--- src/rtl/alu_pkg.sv ---
package alu_pkg;

  typedef enum logic [4:0] {
    OP_ADD      = 5'd0,
    OP_ADDC     = 5'd1,
    OP_SUB      = 5'd2,
    OP_SUBC     = 5'd3,
    OP_XOR      = 5'd4,
    OP_AND      = 5'd5,
    OP_TEST     = 5'd6,
    OP_CLRBITS  = 5'd7,
    OP_SETBITS  = 5'd8,
    OP_MOVE     = 5'd9,
    OP_EXCH     = 5'd10,
    OP_ASR      = 5'd11,
    OP_RORC     = 5'd12,
    OP_BYTESWAP = 5'd13,
    OP_SEXT     = 5'd14,
    OP_LDLO     = 5'd15,
    OP_LDLOZ    = 5'd16,
    OP_LDLOS    = 5'd17,
    OP_LDHI     = 5'd18
  } alu_op_e;

  localparam int OP_W = 5;

  typedef enum logic [2:0] {
    FN_ADD,
    FN_XOR,
    FN_AND,
    FN_ANDN,
    FN_OR,
    FN_PASS,
    FN_ASR,
    FN_ROR
  } lane_fn_e;

  typedef enum logic [2:0] {
    RS_LANE,
    RS_BSWAP,
    RS_SEXT,
    RS_LDLO,
    RS_LDLOZ,
    RS_LDLOS,
    RS_LDHI
  } res_sel_e;

  typedef struct packed {
    lane_fn_e fn;
    logic     invertSrc;
    logic     useCarryIn;
    logic     byteCapable;
    res_sel_e resSel;
    logic     writeDst;
    logic     writeSrc;
    logic     updC;
    logic     updZN;
    logic     updV;
  } strobe_t;

endpackage

--- src/rtl/alu_lane.sv ---
module alu_lane
  import alu_pkg::*;
#(
  parameter int N = 8
) (
  input  logic [N-1:0] a,
  input  logic [N-1:0] b,
  input  logic         cin,
  input  strobe_t      strb,
  output logic [N-1:0] res,
  output logic         cout,
  output logic         ovf
);
  logic [N-1:0] bOp;
  logic         cAdd;
  logic [N-1:0] sum;
  logic         addIn;

  assign bOp   = strb.invertSrc ? ~b : b;
  assign addIn = strb.useCarryIn ? cin : strb.invertSrc;
  assign {cAdd, sum} = {1'b0, a} + {1'b0, bOp} + {{N{1'b0}}, addIn};

  always_comb begin
    res  = b;
    cout = cin;
    ovf  = 1'b0;
    case (strb.fn)
      FN_ADD: begin
        res  = sum;
        cout = cAdd;
        ovf  = (a[N-1] == bOp[N-1]) && (sum[N-1] != a[N-1]);
      end
      FN_XOR:  res = a ^ b;
      FN_AND:  res = a & b;
      FN_ANDN: res = a & ~b;
      FN_OR:   res = a | b;
      FN_PASS: res = b;
      FN_ASR: begin
        res  = {a[N-1], a[N-1:1]};
        cout = a[0];
      end
      FN_ROR: begin
        res  = {cin, a[N-1:1]};
        cout = a[0];
      end
      default: res = b;
    endcase
  end
endmodule

--- src/rtl/alu_ctrl.sv ---
module alu_ctrl
  import alu_pkg::*;
(
  input  logic [OP_W-1:0] op,
  output strobe_t         strb
);
  alu_op_e opE;
  assign opE = alu_op_e'(op);

  always_comb begin
    strb = '{fn: FN_PASS, invertSrc: 1'b0, useCarryIn: 1'b0, byteCapable: 1'b0,
             resSel: RS_LANE, writeDst: 1'b0, writeSrc: 1'b0,
             updC: 1'b0, updZN: 1'b0, updV: 1'b0};
    case (opE)
      OP_ADD, OP_ADDC, OP_SUB, OP_SUBC: begin
        strb.fn          = FN_ADD;
        strb.invertSrc   = (opE == OP_SUB) || (opE == OP_SUBC);
        strb.useCarryIn  = (opE == OP_ADDC) || (opE == OP_SUBC);
        strb.byteCapable = 1'b1;
        strb.writeDst    = 1'b1;
        strb.updC        = 1'b1;
        strb.updZN       = 1'b1;
        strb.updV        = 1'b1;
      end
      OP_XOR, OP_AND, OP_CLRBITS, OP_SETBITS, OP_TEST: begin
        case (opE)
          OP_XOR:     strb.fn = FN_XOR;
          OP_CLRBITS: strb.fn = FN_ANDN;
          OP_SETBITS: strb.fn = FN_OR;
          default:    strb.fn = FN_AND;
        endcase
        strb.byteCapable = 1'b1;
        strb.writeDst    = (opE != OP_TEST);
        strb.updZN       = 1'b1;
        strb.updV        = 1'b1;
      end
      OP_MOVE: begin
        strb.byteCapable = 1'b1;
        strb.writeDst    = 1'b1;
      end
      OP_EXCH: begin
        strb.writeDst = 1'b1;
        strb.writeSrc = 1'b1;
      end
      OP_ASR, OP_RORC: begin
        strb.fn          = (opE == OP_ASR) ? FN_ASR : FN_ROR;
        strb.byteCapable = 1'b1;
        strb.writeDst    = 1'b1;
        strb.updC        = 1'b1;
        strb.updZN       = 1'b1;
        strb.updV        = 1'b1;
      end
      OP_BYTESWAP: begin
        strb.resSel   = RS_BSWAP;
        strb.writeDst = 1'b1;
      end
      OP_SEXT: begin
        strb.resSel   = RS_SEXT;
        strb.writeDst = 1'b1;
        strb.updZN    = 1'b1;
        strb.updV     = 1'b1;
      end
      OP_LDLO:  begin strb.resSel = RS_LDLO;  strb.writeDst = 1'b1; end
      OP_LDLOZ: begin strb.resSel = RS_LDLOZ; strb.writeDst = 1'b1; end
      OP_LDLOS: begin strb.resSel = RS_LDLOS; strb.writeDst = 1'b1; end
      OP_LDHI:  begin strb.resSel = RS_LDHI;  strb.writeDst = 1'b1; end
      default: ;
    endcase
  end
endmodule

--- src/rtl/alu_dpath.sv ---
module alu_dpath
  import alu_pkg::*;
#(
  parameter int WORD_W = 16
) (
  input  logic                clk,
  input  logic                rstN,
  input  logic                valid,
  input  strobe_t             strb,
  input  logic [WORD_W-1:0]   dstVal,
  input  logic [WORD_W-1:0]   srcVal,
  input  logic                isByte,
  input  logic [WORD_W/2-1:0] imm,
  input  logic                carryIn,
  output logic [WORD_W-1:0]   result,
  output logic                dstWrEn,
  output logic [WORD_W-1:0]   srcResult,
  output logic                srcWrEn,
  output logic                flagC,
  output logic                flagZ,
  output logic                flagN,
  output logic                flagV
);
  localparam int HALF_W = WORD_W / 2;

  logic [HALF_W-1:0] byteRes;
  logic              byteCout, byteOvf;
  logic [WORD_W-1:0] wordRes;
  logic              wordCout, wordOvf;
  logic              byteMode;
  logic [WORD_W-1:0] laneRes;
  logic              selCout, selOvf, selZero, selNeg;

  alu_lane #(.N(HALF_W)) u_byteLane (
    .a(dstVal[HALF_W-1:0]), .b(srcVal[HALF_W-1:0]), .cin(carryIn), .strb(strb),
    .res(byteRes), .cout(byteCout), .ovf(byteOvf)
  );

  alu_lane #(.N(WORD_W)) u_wordLane (
    .a(dstVal), .b(srcVal), .cin(carryIn), .strb(strb),
    .res(wordRes), .cout(wordCout), .ovf(wordOvf)
  );

  assign byteMode = isByte && strb.byteCapable;
  assign laneRes  = byteMode ? {dstVal[WORD_W-1:HALF_W], byteRes} : wordRes;

  always_comb begin
    case (strb.resSel)
      RS_BSWAP: result = {dstVal[HALF_W-1:0], dstVal[WORD_W-1:HALF_W]};
      RS_SEXT:  result = {{HALF_W{dstVal[HALF_W-1]}}, dstVal[HALF_W-1:0]};
      RS_LDLO:  result = {dstVal[WORD_W-1:HALF_W], imm};
      RS_LDLOZ: result = {{HALF_W{1'b0}}, imm};
      RS_LDLOS: result = {{HALF_W{1'b1}}, imm};
      RS_LDHI:  result = {imm, dstVal[HALF_W-1:0]};
      default:  result = laneRes;
    endcase
  end

  assign selCout = byteMode ? byteCout : wordCout;
  assign selOvf  = (strb.resSel == RS_LANE) && (byteMode ? byteOvf : wordOvf);
  assign selZero = byteMode ? (result[HALF_W-1:0] == '0) : (result == '0);
  assign selNeg  = byteMode ? result[HALF_W-1] : result[WORD_W-1];

  assign dstWrEn   = valid && strb.writeDst;
  assign srcWrEn   = valid && strb.writeSrc;
  assign srcResult = dstVal;

  always_ff @(posedge clk or negedge rstN) begin
    if (!rstN) begin
      flagC <= 1'b0;
      flagZ <= 1'b0;
      flagN <= 1'b0;
      flagV <= 1'b0;
    end else if (valid) begin
      if (strb.updC) flagC <= selCout;
      if (strb.updZN) begin
        flagZ <= selZero;
        flagN <= selNeg;
      end
      if (strb.updV) flagV <= selOvf;
    end
  end
endmodule

--- src/rtl/wb_alu.sv ---
module wb_alu
  import alu_pkg::*;
#(
  parameter int WORD_W = 16
) (
  input  logic                clk,
  input  logic                rstN,
  input  logic                valid,
  input  logic [4:0]          op,
  input  logic [WORD_W-1:0]   dstVal,
  input  logic [WORD_W-1:0]   srcVal,
  input  logic                isByte,
  input  logic [WORD_W/2-1:0] imm,
  input  logic                carryIn,
  output logic [WORD_W-1:0]   result,
  output logic                dstWrEn,
  output logic [WORD_W-1:0]   srcResult,
  output logic                srcWrEn,
  output logic                flagC,
  output logic                flagZ,
  output logic                flagN,
  output logic                flagV
);
  strobe_t strb;

  alu_ctrl u_ctrl (.op(op), .strb(strb));

  alu_dpath #(.WORD_W(WORD_W)) u_dpath (
    .clk(clk), .rstN(rstN), .valid(valid), .strb(strb),
    .dstVal(dstVal), .srcVal(srcVal), .isByte(isByte), .imm(imm),
    .carryIn(carryIn), .result(result), .dstWrEn(dstWrEn),
    .srcResult(srcResult), .srcWrEn(srcWrEn),
    .flagC(flagC), .flagZ(flagZ), .flagN(flagN), .flagV(flagV)
  );
endmodule

--- config.mk ---
export PLATFORM = sky130hd
export DESIGN_NAME = wb_alu
export DESIGN_NICKNAME = d
export VERILOG_FILES = /design/src/rtl/alu_pkg.sv /design/src/rtl/alu_lane.sv /design/src/rtl/alu_ctrl.sv /design/src/rtl/alu_dpath.sv /design/src/rtl/wb_alu.sv
export SDC_FILE = /design/constraint.sdc
export NUM_CORES = 1
export LEC_CHECK = 0
export ABC_CLOCK_PERIOD_IN_PS = 10180
export BUFFER_PORTS_ARGS = -buffer_cell sky130_fd_sc_hd__buf_4
export CORE_MARGIN = 2
export CORE_UTILIZATION = 60
export DETAILED_ROUTE_END_ITERATION = 6
export PLACE_DENSITY = 0.89
export SETUP_SLACK_MARGIN = 0.4
export SLEW_MARGIN = 5
export SYNTH_ARGS = -nofsm -noshare
export SYNTH_HDL_FRONTEND = slang
export SYNTH_SLANG_ARGS = --single-unit
--- constraint.sdc ---
create_clock -name clk -period 10.18 [get_ports clk]
set_input_delay 2.036 -clock clk [delete_from_list [all_inputs] [get_ports clk]]
set_output_delay 2.036 -clock clk [all_outputs]
set_load 0.005 [all_outputs]
==> Word-level counts from Yosys, hierarchy flattened <==
Index checks and enable logic that the tools add are counted.
{ "totals": {"ff_bits": 4, "word_cells": 103} }
{ "op_classes": {"add_sub_neg": 4, "n_eq_ne": 36, "muxes": 25, "bitwise": 10, "n_reduce_logical": 24} }
{ "op_table": {"columns": ["operator", "count"], "rows": [
  ["16-bit case mux with 8 select lines", 1],
  ["16-bit case mux with 6 select lines", 1],
  ["8-bit case mux with 8 select lines", 1],
  ["5-bit by 4-bit == test with 1-bit output (second input constant)", 8],
  ["16-bit AND", 2],
  ["16-bit two-way mux", 2],
  ["12-bit OR reduction", 2],
  ["3-bit == test (second input constant)", 7],
  ["5-bit by 3-bit == test with 1-bit output (second input constant)", 4],
  ["3-bit case mux with 3 select lines", 2],
  ["3-bit case mux with 6 select lines", 1],
  ["16-bit by 16-bit adder with 17-bit output", 1],
  ["17-bit by 1-bit adder with 17-bit output", 1],
  ["8-bit AND", 2],
  ["16-bit logical NOT", 1],
  ["16-bit NOT", 1],
  ["16-bit OR", 1],
  ["16-bit XOR", 1],
  ["5-bit == test (second input constant)", 3],
  ["14-bit OR reduction", 1],
  ["3-bit by 2-bit == test with 1-bit output (second input constant)", 4],
  ["1-bit two-way mux", 11],
  ["5-bit by 2-bit == test with 1-bit output (second input constant)", 2],
  ["8-bit by 8-bit adder with 9-bit output", 1],
  ["22 further kinds", 38]
]} }

==> Depth between registers and ports, before layout <==
Gate-level depths: netlist of run 1.
{ "logic_depth": {"depth_word": 11, "mapped_depth": 19} }

==> Hierarchy <==
A second synthesis of run 1 with hierarchy kept.
{ "unflattened": {"hier_cells": 702, "area_unflattened_um2": 4934.7} }
{ "modules_own_cells": {"columns": ["mod", "instances", "cells_per_inst", "area_each_um2", "seq_area_each_um2"], "rows": [
  ["alu_lane at u_dpath.u_wordLane", 1, 323, 2250.9, 0.0],
  ["alu_dpath", 1, 182, 1295.0, 100.1],
  ["alu_lane at u_dpath.u_byteLane", 1, 158, 1114.8, 0.0],
  ["alu_ctrl", 1, 39, 274.0, 0.0]
]} }

==> Worst setup path before layout of run 1 <==
No wires, ideal clock.
{ "synth_path": {"path_type": "input port to output port", "from": "input port op[4]", "to": "output port result[12]", "arrival_ps": 5709, "required_ps": 8144, "slack_ps": 2435, "stages": 16, "path_buffers": 4, "cell_sequence": "buf_2 buf_2 nor3_2 clkbuf_1 and2_1 clkbuf_1 xnor2_1 fa_1 inv_1 fa_1 nor2b_1 o31a_1 o2111ai_1 or4b_2 nand4_1 a21o_1"} }
{ "synth_between": {"elab_chain_cells": 9, "word_cells_on_any_way": 52} }
{ "synth_rtl": {"columns": ["item", "line", "text"], "rows": [
  ["start, declared", "wb_alu.sv:9", "input logic [4:0] op,"],
  ["5-bit by 1-bit == test with 1-bit output, or another cell as far along", "alu_ctrl.sv:14, alu_ctrl.sv:18", null],
  ["4-bit OR reduction / 1-bit logical OR (equally long branches)", "alu_ctrl.sv:14, alu_ctrl.sv:17", null],
  ["2-bit two-way mux", "alu_ctrl.sv:14", "case (opE)"],
  ["16-bit two-way mux", "alu_lane.sv:19", "assign bOp = strb.invertSrc ? ~b : b;"],
  ["16-bit by 16-bit adder with 17-bit output", "alu_lane.sv:21", "assign {cAdd, sum} = {1'b0, a} + {1'b0, bOp} + {{N{1'b0}}, addIn};"],
  ["17-bit by 1-bit adder with 17-bit output", "alu_lane.sv:21", null],
  ["16-bit case mux with 8 select lines", "alu_lane.sv:27", "case (strb.fn)"],
  ["16-bit two-way mux", "alu_dpath.sv:45", "assign laneRes = byteMode ? {dstVal[WORD_W-1:HALF_W], byteRes} : wordRes;"],
  ["16-bit case mux with 6 select lines (*)", "alu_dpath.sv:48", "case (strb.resSel)"],
  ["end, declared", "wb_alu.sv:15", "output logic [WORD_W-1:0] result,"]
]} }
Every way passes the cells marked *; elsewhere a longest branch is shown, timed or not.

==> Worst setup path after layout of run 1 <==
Same ends and word-level chain as after synthesis.

==> Flow_metrics.wiki, run 1 <==
{| class="wikitable"
! Metric !! Value
|-
| Clock root buffer master || sky130_fd_sc_hd__clkbuf_8
|-
| Clock-pin slew on the worst setup and hold paths || 0.03 ns
|-
| Resize count post-CTS || 0
|-
| Compound-Gate Fraction of Synth Area || 37.81%
|-
| Kind of path behind the tightest hold check || register to register
|-
| Synth-to-layout area growth || 15.90%
|-
| Width of the die || 79.52 µm
|-
| Post-CTS setup buffer count || 0
|-
| Residual DRC || 0
|-
| Proportion of synthesized chip area in sequential cells || 2.925%
|-
| Number of global-route vias before repair || 4106
|-
| Post-synthesis instance area || 3422 µm²
|-
| Transition time at the pin with the least slew margin || 1.152 ns
|-
| Number of failing setup endpoints in the final timing report || 0
|-
| Average detailed-routed wire length per instance || 20.54 µm
|-
| Cell area after placement || 3925 µm²
|-
| Simple-gate share of the synthesized area || 25.70%
|-
| First-pass GRT wire length || 19730 µm
|-
| Routed wire length || 12880 µm
|-
| Maximum number of pins on one net before global-route repair || 35
|-
| Largest fanout on the critical path || 34
|-
| Flip-flop and latch count after synthesis || 4
|-
| Initial DRC Count || 681
|-
| IO Count || 88
|-
| Ratio of routed vias to standard cells || 7.126
|-
| Number of vias after detailed routing || 4468
|-
| Most repeated cell in the gate-level netlist after synthesis || sky130_fd_sc_hd__a21oi_1
|-
| Arr. time, crit path || 5.73 ns
|-
| Die boundary height || 79.52 µm
|-
| Sum of net half-perimeters after detailed placement || 9937 µm
|-
| Die Outline Area || 6323 µm²
|-
| Count of standard-cell rows || 27
|-
| CP max stage delay || 0.69 ns
|-
| Gpl congestion || 1.074
|-
| Share of synthesized area spent on multiplexers || 1.901%
|-
| Final layout net count || 640
|-
| Final hold viol count || 0
|-
| Clock latency on the worst-skew pair || 0.22 ns
|-
| Total clock buffers created by CTS || 3
|-
| Number of hold-repair buffers added at the cts stage || 0
|-
| Sort of element at the start of the critical path || input port
|-
| Series of cell instances along the critical path || buf_4, or3_1, a21oi_1, fa_1, inv_1, fa_1, nor2b_1, o31a_1, o2111ai_1, or4b_2, nand4_1, a21o_1, buf_4
|-
| Total Neg Setup Slack || 0 ns
|-
| Portion of synthesized cell area occupied by the leading cell type || 11.33%
|-
| Synth warn || 0
|-
| Minimum period implied by the final worst setup slack || 7.769 ns
|-
| Worst slack on hold paths || 0.4823 ns
|-
| Power density over the cells || 68.46 nW/µm²
|-
| Number of buffer cells added on primary ports || 87
|-
| Highest clock rate || 128.7 MHz
|-
| Worst setup skew after layout || 0 ns
|-
| Post-Synth Adder-Cell Area || 12.50%
|-
| Diode count || 0
|-
| Max capacitance violation total || 0
|-
| Run status || finished, final reports clean
|-
| Worst vdd ir || 0.1175 mV
|-
| Number of fill cells in the layout || 488
|-
| Clock tree from TritonCTS || built
|-
| Data required time of the critical path || 8.14 ns
|-
| Main combinational cell family by area after synthesis || compound AO/OA/AOI/OAI gates
|-
| H-tree levels || 1
|-
| Pins over their slew limit || 0
|-
| Leading area contributor after synthesis || sky130_fd_sc_hd__ha_1
|-
| Critical path endpoint category || output pin
|-
| Mapped Nets || 590
|-
| Synthesized area per cell || 6.750 µm²
|-
| Distinct cells, synth || 78
|-
| Ys flop type || sky130_fd_sc_hd__dfrtp_1
|-
| Initial core utilization || 62.14%
|-
| Synthesized-area fraction occupied by xor and xnor cells || 6.654%
|-
| Cell with the largest stage delay on the worst path || sky130_fd_sc_hd__or3_1
|-
| Type of the setup path with the least slack || input port to output pin
|-
| Final Cycle Share || 76.32%
|-
| Post-detailed-route count of antenna-violating nets || 0
|-
| List of most frequent post-synthesis cells || sky130_fd_sc_hd__a21oi_1, sky130_fd_sc_hd__inv_1, sky130_fd_sc_hd__nand2_1, sky130_fd_sc_hd__nor2_1, sky130_fd_sc_hd__o21ai_0
|-
| Max Buffers Root-to-Sink || 2
|-
| Num Clock Sinks || 4
|-
| RSZ-0062 raised after global routing || no
|-
| Layout cell share with drive strength beyond 1 || 20.90%
|-
| First-pass iteration count of the detailed router || 6
|-
| Initial antenna violation count || 0
|-
| Number of flops mapped to enable cells by yosys || 0
|-
| Worst slew margin || 23.19%
|-
| Overflow after GRT || 0
|-
| Core area || 5507 µm²
|-
| Final standard cell area without fillers || 3966 µm²
|-
| Global-route total usage across every layer || 39.47%
|-
| Post-Synthesis Cells || 507
|-
| Lkg Pwr || 1.761 nW
|-
| Leading cell types by total area after synthesis || sky130_fd_sc_hd__ha_1, sky130_fd_sc_hd__xnor2_1, sky130_fd_sc_hd__a21oi_1
|-
| Fraction of registers with async set/reset || 100.0%
|}
## flip-flops by register name, indices dropped and copies added (netlist names)
register and flops:
u_dpath.flagC 1, u_dpath.flagN 1, u_dpath.flagV 1, u_dpath.flagZ 1
## worst max-delay path, delay by kind of cell
kind,cells,cell delay (ns)
adders and majority gates,2,0.66
and+or+nand+nor,4,1.67
buffers and inverters,3,0.39
AOI/OAI and AO/OA,4,0.96
## cell usage in the layout, fill, tap and decap left out, types with 6 or more instances in the layout
master / netlist / routed
sky130_fd_sc_hd__buf_4: 19 / 91
sky130_fd_sc_hd__o211ai_1: 9 / 9
sky130_fd_sc_hd__nand3_1: 19 / 19
sky130_fd_sc_hd__nor3_1: 9 / 9
sky130_fd_sc_hd__ha_1: 31 / 31
sky130_fd_sc_hd__a31oi_1: 6 / 6
sky130_fd_sc_hd__xnor2_1: 25 / 25
sky130_fd_sc_hd__a221oi_1: 9 / 9
sky130_fd_sc_hd__nor2_1: 35 / 35
sky130_fd_sc_hd__nand2b_1: 7 / 7
sky130_fd_sc_hd__a22oi_1: 10 / 10
sky130_fd_sc_hd__a211oi_1: 8 / 8
sky130_fd_sc_hd__inv_1: 41 / 41
sky130_fd_sc_hd__a21o_1: 8 / 8
sky130_fd_sc_hd__o21ai_0: 32 / 32
sky130_fd_sc_hd__nand2_1: 38 / 38
sky130_fd_sc_hd__a21oi_1: 43 / 43
## metrics by stage
stage / util [%] / std cells / setup WS (ns) / total power [mW]
CTS: 72.03 / 627 / 2.482 / 0.2643
finish: 72.03 / 627 / 2.411 / 0.2715
detailed placement: 71.28 / 624 / 2.491 / 0.2296
floorplan: - / 507 / 2.435 / 0.1543
global placement: 71.28 / 624 / 2.644 / 0.2251
global route: 72.03 / 627 / 2.242 / 0.2899
## per-layer routing
| metal | vias to the layer above | track usage (%) | routed length (µm) |
|---|---|---|---|
| met1 | 2006 | 47.71 | 4843 |
| met3 | 77 | 5.656 | 1377 |
| met4 | 0 | 21.90 | 704 |
| li1 | 2003 | - | - |
| met5 | - | 0 | 0 |
| met2 | 382 | 66.64 | 5952 |
## final cells by class
type / instances / area [µm²] / share of cell area, %
multi-input combinational: 415 / 2894 / 72.97
timing repair buffer: 91 / 683.2 / 17.22
inverter: 42 / 157.7 / 3.975
sequential: 4 / 100.1 / 2.524
tap: 72 / 90.09 / 2.271
clock buffer: 3 / 41.29 / 1.041
## path summary, 6_finish.rpt
check / to / from / depth (start not counted) / slack, ns
worst max-delay path: result[12] / op[4] / 13 / 2.41
max in group asynchronous: u_dpath.flagV / rstN / 1 / 8.47
worst min register to register: u_dpath.flagV / u_dpath.flagV / 2 / 0.48
min in group asynchronous: u_dpath.flagC / rstN / 1 / 1.60
worst min-delay path: u_dpath.flagV / u_dpath.flagV / 2 / 0.48
worst max register to register: u_dpath.flagC / u_dpath.flagC / 3 / 9.21
## where the power goes
group,leakage [nW],internal [mW],switching (mW)
logic,1.69,0.0944,0.125
registers,0.0541,0.0175,0.000669
clock network,0.0216,0.0252,0.00868
## logic make-up (layout without fill, tap and decap cells)
group | count (synthesis) | count (layout)
AOI/OAI and AO/OA | 186 | 186
buffers and inverters | 88 | 136
adders and majority gates | 33 | 33
muxes | 6 | 6
DFF | 4 | 4
xor gates and xnor gates | 26 | 26
and+or+nand+nor | 164 | 164
(Power assumes the default switching activity.)
==> inputs of run 2 (changes only) <==
Settings changed: ABC_CLOCK_PERIOD_IN_PS 10180 to 6600, CORE_UTILIZATION 60 to 50, PLACE_DENSITY 0.89 to 0.79.
Clock period 10.18 ns to 6.6 ns, I/O delays scaled along.
==> run 2 against run 1 <==
Net effect: register-to-register slack got worse by 3.5 ns; sequential share of layout area barely moved; clock skew did not move; sequential cell count stayed put; first-iteration DRC count decreased by 39%; via count decreased by 0.83%; clock power increased by 54%.
==> Flow_metrics.wiki, run 2 (synthesis gave the netlist of run 1 again) <==
{| class="wikitable"
! Metric !! Value
|-
| Worst vdd ir || 0.08301 mV (was 0.1175 mV)
|-
| Routed wire length || 13630 µm (was 12880 µm)
|-
| Initial core utilization || 50.93% (was 62.14%)
|-
| Most common library cell in the layout ignoring fill and taps || sky130_fd_sc_hd__buf_4 (unchanged)
|-
| Residual DRC || 0 (unchanged)
|-
| Layout cell share with drive strength beyond 1 || 21.51% (was 20.90%)
|-
| Total clock buffers created by CTS || 3 (unchanged)
|-
| Width of the die || 86.73 µm (was 79.52 µm)
|-
| Initial antenna violation count || 0 (unchanged)
|-
| Reg2reg setup slack || 5.67 ns (was 9.21 ns)
|-
| Type of the setup path with the least slack || input port to output pin (unchanged)
|-
| Critical path endpoint category || output pin (unchanged)
|-
| Pins over their slew limit || 0 (unchanged)
|-
| Max capacitance violation total || 0 (unchanged)
|-
| Diode count || 0 (unchanged)
|-
| Sort of element at the start of the critical path || input port (unchanged)
|-
| Final layout net count || 643 (was 640)
|-
| Sum of net half-perimeters after detailed placement || 10480 µm (was 9937 µm)
|-
| Power density over the cells || 105.3 nW/µm² (was 68.46 nW/µm²)
|-
| Clock root buffer master || sky130_fd_sc_hd__clkbuf_8 (unchanged)
|-
| Maximum number of pins on one net before global-route repair || 35 (unchanged)
|-
| Worst slew margin || 40.33% (was 23.19%)
|-
| Number of hold-repair buffers added at the cts stage || 0 (unchanged)
|-
| Num Clock Sinks || 4 (unchanged)
|-
| Post-detailed-route count of antenna-violating nets || 0 (unchanged)
|-
| Worst min-delay path startpoint || u_dpath.flagN (was u_dpath.flagV)
|-
| Number of global-route vias before repair || 4168 (was 4106)
|-
| Area taken by flip-flops and latches || 100.1 µm² (unchanged)
|-
| Final hold viol count || 0 (unchanged)
|-
| Number of buffer cells added on primary ports || 87 (unchanged)
|-
| Gpl congestion || 1.041 (was 1.074)
|-
| Number of vias after detailed routing || 4431 (was 4468)
|-
| Max Buffers Root-to-Sink || 2 (unchanged)
|-
| Highest clock rate || 167.9 MHz
|-
| Arr. time, crit path || 4.63 ns (was 5.73 ns)
|-
| Count of standard-cell rows || 30 (was 27)
|-
| Total Neg Setup Slack || 0 ns (unchanged)
|-
| Run status || finished, final reports clean (unchanged)
|-
| Ratio of routed vias to standard cells || 6.945 (was 7.126)
|-
| H-tree levels || 1 (unchanged)
|-
| Minimum period implied by the final worst setup slack || 5.954 ns
|-
| First-pass iteration count of the detailed router || 5 (was 6)
|-
| Total chip power || 0.4216 mW (was 0.2715 mW)
|-
| Overflow after GRT || 0 (unchanged)
|-
| Largest fanout on the critical path || 34 (unchanged)
|-
| Lkg Pwr || 1.776 nW (was 1.761 nW)
|-
| RSZ-0062 raised after global routing || no (unchanged)
|-
| Data required time of the critical path || 5.28 ns (was 8.14 ns)
|-
| Worst reg2reg path startpoint || u_dpath.flagC (unchanged)
|-
| First-pass GRT wire length || 21310 µm (was 19730 µm)
|-
| Most frequent cells in the layout || sky130_fd_sc_hd__buf_4, sky130_fd_sc_hd__a21oi_1, sky130_fd_sc_hd__inv_1, sky130_fd_sc_hd__nand2_1, sky130_fd_sc_hd__nor2_1 (unchanged)
|-
| Die Outline Area || 7522 µm² (was 6323 µm²)
|-
| Worst R2R End || u_dpath.flagC (unchanged)
|-
| Area of combinational cells with multiple inputs || 2900 µm² (was 2894 µm²)
|-
| Average detailed-routed wire length per instance || 21.36 µm (was 20.54 µm)
|-
| End point of the most critical hold path || u_dpath.flagN (was u_dpath.flagV)
|-
| Clock-pin slew on the worst setup and hold paths || 0.03 ns (about the same)
|-
| Transition time at the pin with the least slew margin || 0.8927 ns (was 1.152 ns)
|-
| IO Count || 88 (unchanged)
|-
| Synth-to-layout area growth || 17.04% (was 15.90%)
|-
| Cell depth of the worst hold path || 2 (unchanged)
|-
| Die boundary height || 86.73 µm (was 79.52 µm)
|-
| Number of failing setup endpoints in the final timing report || 0 (unchanged)
|-
| Number of fill cells in the layout || 651 (was 488)
|-
| Worst setup skew after layout || 0 ns (unchanged)
|-
| Core area || 6719 µm² (was 5507 µm²)
|-
| Final Cycle Share || 90.22%
|-
| Worst r2r path cells || 3 (unchanged)
|-
| Initial DRC Count || 414 (was 681)
|-
| Kind of path behind the tightest hold check || register to register (unchanged)
|-
| Clock tree from TritonCTS || built (unchanged)
|-
| Global-route total usage across every layer || 35.50% (was 39.47%)
|-
| Clock latency on the worst-skew pair || 0.22 ns (about the same)
|}
-- run 2: cell count changes in the layout (fill, tap and decap cells not counted), sizes merged --
cell | before | now
buf | 91 | 94
-- run 2: final cells by class --
class	instances	area share, %
multi-input cells	415	72.41
repair buffers	94	17.62
inverters	42	3.936
flip-flops and latches	4	2.499
well taps	80	2.499
clock buffers	3	1.031
-- run 2: metrics by stage --
| step | std cells | utilization, % | setup WS, ns | hold slack, ns | cell area [µm²] |
|---|---|---|---|---|---|
| 4_1_cts | 638 | 59.52 | 0.6435 | 0.5003 | 3999 |
| 6_report | 638 | 59.61 | 0.6457 | 0.5018 | 4005 |
| 3_3_place_gp | 635 | 58.90 | 0.7413 | 0.4752 | 3958 |
| 2_1_floorplan | 507 | - | 0.4162 | 0.4733 | 3423 |
| 5_1_grt | 638 | 59.61 | 0.4292 | 0.5294 | 4005 |
| 3_5_place_dp | 635 | 58.90 | 0.6549 | 0.4933 | 3958 |
-- run 2: critical path, stage by stage --
cell and delay, ns:
sky130_fd_sc_hd__buf_4 0.22, sky130_fd_sc_hd__nor3_2 0.24, sky130_fd_sc_hd__and2_1 0.18, sky130_fd_sc_hd__buf_4 0.27, sky130_fd_sc_hd__xnor2_1 0.17, sky130_fd_sc_hd__inv_1 0.09
sky130_fd_sc_hd__fa_1 0.43, sky130_fd_sc_hd__nor2b_1 0.17, sky130_fd_sc_hd__o31a_1 0.26, sky130_fd_sc_hd__o2111ai_2 0.23, sky130_fd_sc_hd__or4b_2 0.68, sky130_fd_sc_hd__nand4_1 0.11
sky130_fd_sc_hd__a21o_1 0.13, sky130_fd_sc_hd__buf_4 0.11
-- run 2: layer usage --
layer,part of all wire (%),up-vias,global-route usage (%)
met2,46,289,59.02
met4,4.9,0,16.48
met1,40,2082,46.31
li1,-,2009,-
met3,8.9,51,3.048
met5,0,-,0
-- run 2: how the worst max path moves through the flow --
stage / startpoint / endpoint / slack (ns) / cells after the start
2_1_floorplan: op[4] / result[12] / 0.42 / 16
3_3_place_gp: op[4] / result[12] / 0.74 / 14
3_5_place_dp: op[4] / result[12] / 0.65 / 14
4_1_cts: op[4] / result[12] / 0.64 / 14
5_1_grt: op[4] / result[12] / 0.43 / 14
6_report: op[4] / result[12] / 0.65 / 14
-- run 2: what timing repair did --
action	in CTS	in global routing
buffers inserted	0	0
gates resized for setup	0	1
hold endpoints to repair	0	0
setup endpoints to repair	0	1
-- run 2: where the power goes --
part	internal, mW	total [mW]	leakage (nW)	switching (mW)
Combinational	0.146	0.341	1.70	0.195
Clock	0.0389	0.0521	0.0216	0.0131
Sequential	0.0270	0.0284	0.0541	0.00143
==> inputs of run 3 (changes only) <==
Settings changed: ABC_CLOCK_PERIOD_IN_PS 6600 to 5600, CORE_UTILIZATION 50 to 56, PLACE_DENSITY 0.79 to 0.84.
Clock period 6.6 ns to 5.6 ns, I/O delays scaled along.
==> run 3 against run 2 <==
Net effect: combinational power is 23% higher; utilization is 9.9 points higher; sequential cell count stayed put; clock power is 20% higher; register-to-register slack worse by 1.0 ns; sequential power is 17% higher; clock skew stayed put; critical path depth is 1 lower; total power is 22% higher; non-clock buffer count is 6 higher; final cell count is 0.16% higher; via count is 2.9% higher.
==> Flow_metrics.wiki, run 3 (synthesis gave the netlist of run 1 again) <==
{| class="wikitable"
! Metric !! Value
|-
| Most common library cell in the layout ignoring fill and taps || sky130_fd_sc_hd__buf_4 (unchanged)
|-
| Largest fanout on the critical path || 5 (was 34)
|-
| Pins over their slew limit || 0 (unchanged)
|-
| Post-route worst setup slack || 0.4967 ns (was 0.6457 ns)
|-
| Power density over the cells || 125.3 nW/µm² (was 105.3 nW/µm²)
|-
| Average detailed-routed wire length per instance || 21.64 µm (was 21.36 µm)
|-
| Met3 usage || 7.717% (was 3.048%)
|-
| Met1 usage in global routing || 52.36% (was 46.31%)
|-
| Arr. time, crit path || 3.98 ns (was 4.63 ns)
|-
| Initial core utilization || 57.80% (was 50.93%)
|-
| Sort of element at the start of the critical path || input port (unchanged)
|-
| Minimum period implied by the final worst setup slack || 5.103 ns
|-
| Max capacitance violation total || 0 (unchanged)
|-
| Data required time of the critical path || 4.48 ns (was 5.28 ns)
|-
| Cell-internal power || 0.2603 mW (was 0.2123 mW)
|-
| Num Clock Sinks || 4 (unchanged)
|-
| RSZ-0062 raised after global routing || yes (was no)
|-
| Worst reg2reg path startpoint || u_dpath.flagC (unchanged)
|-
| Total clock buffers created by CTS || 3 (unchanged)
|-
| Diode count || 0 (unchanged)
|-
| Placed cell count || 633 (was 635)
|-
| Layout cell share with drive strength beyond 1 || 24.11% (was 21.51%)
|-
| Critical Path Source || op[4] (unchanged)
|-
| Initial antenna violation count || 0 (unchanged)
|-
| Lkg Pwr || 1.824 nW (was 1.776 nW)
|-
| Net switching share of the total power || 49.51% (was 49.66%)
|-
| Final layout net count || 649 (was 643)
|-
| Reg2reg setup slack || 4.64 ns (was 5.67 ns)
|-
| Number of failing setup endpoints in the final timing report || 0 (unchanged)
|-
| Overflow after GRT || 0 (unchanged)
|-
| Worst slew margin || 46.65% (was 40.33%)
|-
| Clock latency on the worst-skew pair || 0.22 ns (about the same)
|-
| Count of buffer and inverter cells on the critical path || 3 (was 4)
|-
| H-tree levels || 1 (unchanged)
|-
| Comb power frac || 81.4% (was 80.9%)
|-
| Width of the die || 82.17 µm (was 86.73 µm)
|-
| Die Outline Area || 6752 µm² (was 7522 µm²)
|-
| Global-route total usage across every layer || 40.86% (was 35.50%)
|-
| Post-detailed-route count of antenna-violating nets || 0 (unchanged)
|-
| Synth-to-layout area growth || 20.26% (was 17.04%)
|-
| Series of cell instances along the critical path || buf_4, or3_4, a21oi_4, fa_2, inv_2, fa_2, nor2b_2, o31a_1, o2111ai_2, or4b_4, nand4_1, a21o_1, buf_4 (was buf_4, nor3_2, and2_1, buf_4, xnor2_1, inv_1, fa_1, nor2b_1, o31a_1, o2111ai_2, or4b_2, nand4_1, a21o_1, buf_4)
|-
| Final hold viol count || 0 (unchanged)
|-
| Number of vias after detailed routing || 4559 (was 4431)
|-
| Number of global-route vias before repair || 4100 (was 4168)
|-
| Routed wire length || 13830 µm (was 13630 µm)
|-
| Clock-pin slew on the worst setup and hold paths || 0.03 ns (about the same)
|-
| Worst vdd ir || 0.2465 mV (was 0.08301 mV)
|-
| First-pass GRT wire length || 20930 µm (was 21310 µm)
|-
| Total Neg Setup Slack || 0 ns (unchanged)
|-
| Clock root buffer master || sky130_fd_sc_hd__clkbuf_8 (unchanged)
|-
| IO Count || 88 (unchanged)
|-
| Initial DRC Count || 499 (was 414)
|-
| Most frequent cells in the layout || sky130_fd_sc_hd__buf_4, sky130_fd_sc_hd__a21oi_1, sky130_fd_sc_hd__inv_1, sky130_fd_sc_hd__nand2_1, sky130_fd_sc_hd__nor2_1 (unchanged)
|-
| Worst setup skew after layout || 0 ns (unchanged)
|-
| Number of buffer cells added on primary ports || 87 (unchanged)
|-
| Ratio of routed vias to standard cells || 7.135 (was 6.945)
|-
| CP max stage delay || 0.55 ns (was 0.68 ns)
|-
| Critical path endpoint category || output pin (unchanged)
|-
| Transition time at the pin with the least slew margin || 0.7982 ns (was 0.8927 ns)
|-
| Core area || 5921 µm² (was 6719 µm²)
|-
| Gpl congestion || 1.018 (was 1.041)
|-
| Highest clock rate || 196.0 MHz
|-
| Non-filler instance count after layout || 639 (was 638)
|-
| Die boundary height || 82.17 µm (was 86.73 µm)
|-
| Type of the setup path with the least slack || input port to output pin (unchanged)
|-
| Part of the power in the clock network || 12.2% (was 12.4%)
|-
| Max Buffers Root-to-Sink || 2 (unchanged)
|-
| Clock tree from TritonCTS || built (unchanged)
|-
| Met2 usage || 65.04% (was 59.02%)
|-
| Cell with the largest stage delay on the worst path || sky130_fd_sc_hd__or4b_4 (was sky130_fd_sc_hd__or4b_2)
|-
| Busiest layer in global routing || met2 (unchanged)
|-
| Cell class contributing the biggest share of worst-path delay || simple AND/OR/NAND/NOR gates (unchanged)
|-
| Residual DRC || 0 (unchanged)
|-
| Maximum number of pins on one net before global-route repair || 33 (was 35)
|-
| Post-placement worst setup slack || 0.3937 ns (was 0.6549 ns)
|-
| Kind of path behind the tightest hold check || register to register (unchanged)
|-
| First-pass iteration count of the detailed router || 6 (was 5)
|-
| Sum of net half-perimeters after detailed placement || 10590 µm (was 10480 µm)
|-
| Final Cycle Share || 91.13%
|-
| Run status || finished, final reports clean (unchanged)
|-
| Count of standard-cell rows || 28 (was 30)
|-
| Sequential Power Share || 6.4% (was 6.7%)
|-
| Worst min-delay path startpoint || u_dpath.flagV (was u_dpath.flagN)
|-
| Net switching power || 0.2553 mW (was 0.2093 mW)
|}
==> run 3: cell types whose count changed in the layout (fill, tap and decap cells not counted), moves of 2 or more <==
cell / change
sky130_fd_sc_hd__fa_2: +2
sky130_fd_sc_hd__buf_6: +2
sky130_fd_sc_hd__o21ai_0: -2
sky130_fd_sc_hd__o21ai_1: +2
sky130_fd_sc_hd__buf_4: +4
sky130_fd_sc_hd__fa_1: -2
==> run 3: power by group through the flow <==
stage               sequential (mW)  combinational (mW)  clock, mW
global placement             0.0333               0.393          0
global route                 0.0336               0.454     0.0658
CTS                          0.0332               0.401     0.0631
detailed placement           0.0335               0.397          0
floorplan                    0.0336               0.256          0
finish                       0.0331               0.420     0.0627
==> run 3: per-layer routing <==
metal / share of wire, % / routed length (µm)
met1: 37 / 5185
met2: 44 / 6035
met3: 13 / 1749
met4: 6.2 / 860
met5: 0 / 0
==> run 3: cell type report <==
class / count / area (µm²)
Clock buffer: 3 / 41.29
Tap cell: 75 / 93.84
Multi-Input combinational cell: 415 / 2964
Inverter: 42 / 157.7
Timing Repair Buffer: 100 / 758.2
Fill cell: 521 / 1805
Sequential cell: 4 / 100.1
==> run 3: tightest hold or removal path: stages (launching register included) <==
cell and delay (ns):
sky130_fd_sc_hd__dfrtp_1 0.33, sky130_fd_sc_hd__nand2_1 0.04, sky130_fd_sc_hd__o21ai_0 0.06
==> run 3: worst paths after layout <==
check                                 to  cells past startpoint
max                           result[12]                     13
min                        u_dpath.flagV                      2
max reg2reg                u_dpath.flagC                      3
min reg2reg                u_dpath.flagV                      2
max in group asynchronous  u_dpath.flagV                      1
min in group asynchronous  u_dpath.flagC                      1
==> run 3: what timing repair did <==
action                     CTS  global route
setup endpoints to repair    2             7
pin swaps                    1             7
hold buffers                 0             0
buffers inserted             0             3
gates resized for setup      1             8
==> run 3: stage by stage <==
| step | hold WS (ns) | power, mW | area, µm² | util (%) |
|---|---|---|---|---|
| floorplan | 0.4733 | 0.2893 | 3533 | - |
| global placement | 0.4667 | 0.4259 | 4016 | 67.84 |
| detailed placement | 0.4790 | 0.4306 | 4016 | 67.84 |
| CTS | 0.4854 | 0.4974 | 4065 | 68.66 |
| global route | 0.5294 | 0.5531 | 4115 | 69.51 |
| finish | 0.4800 | 0.5155 | 4115 | 69.51 |
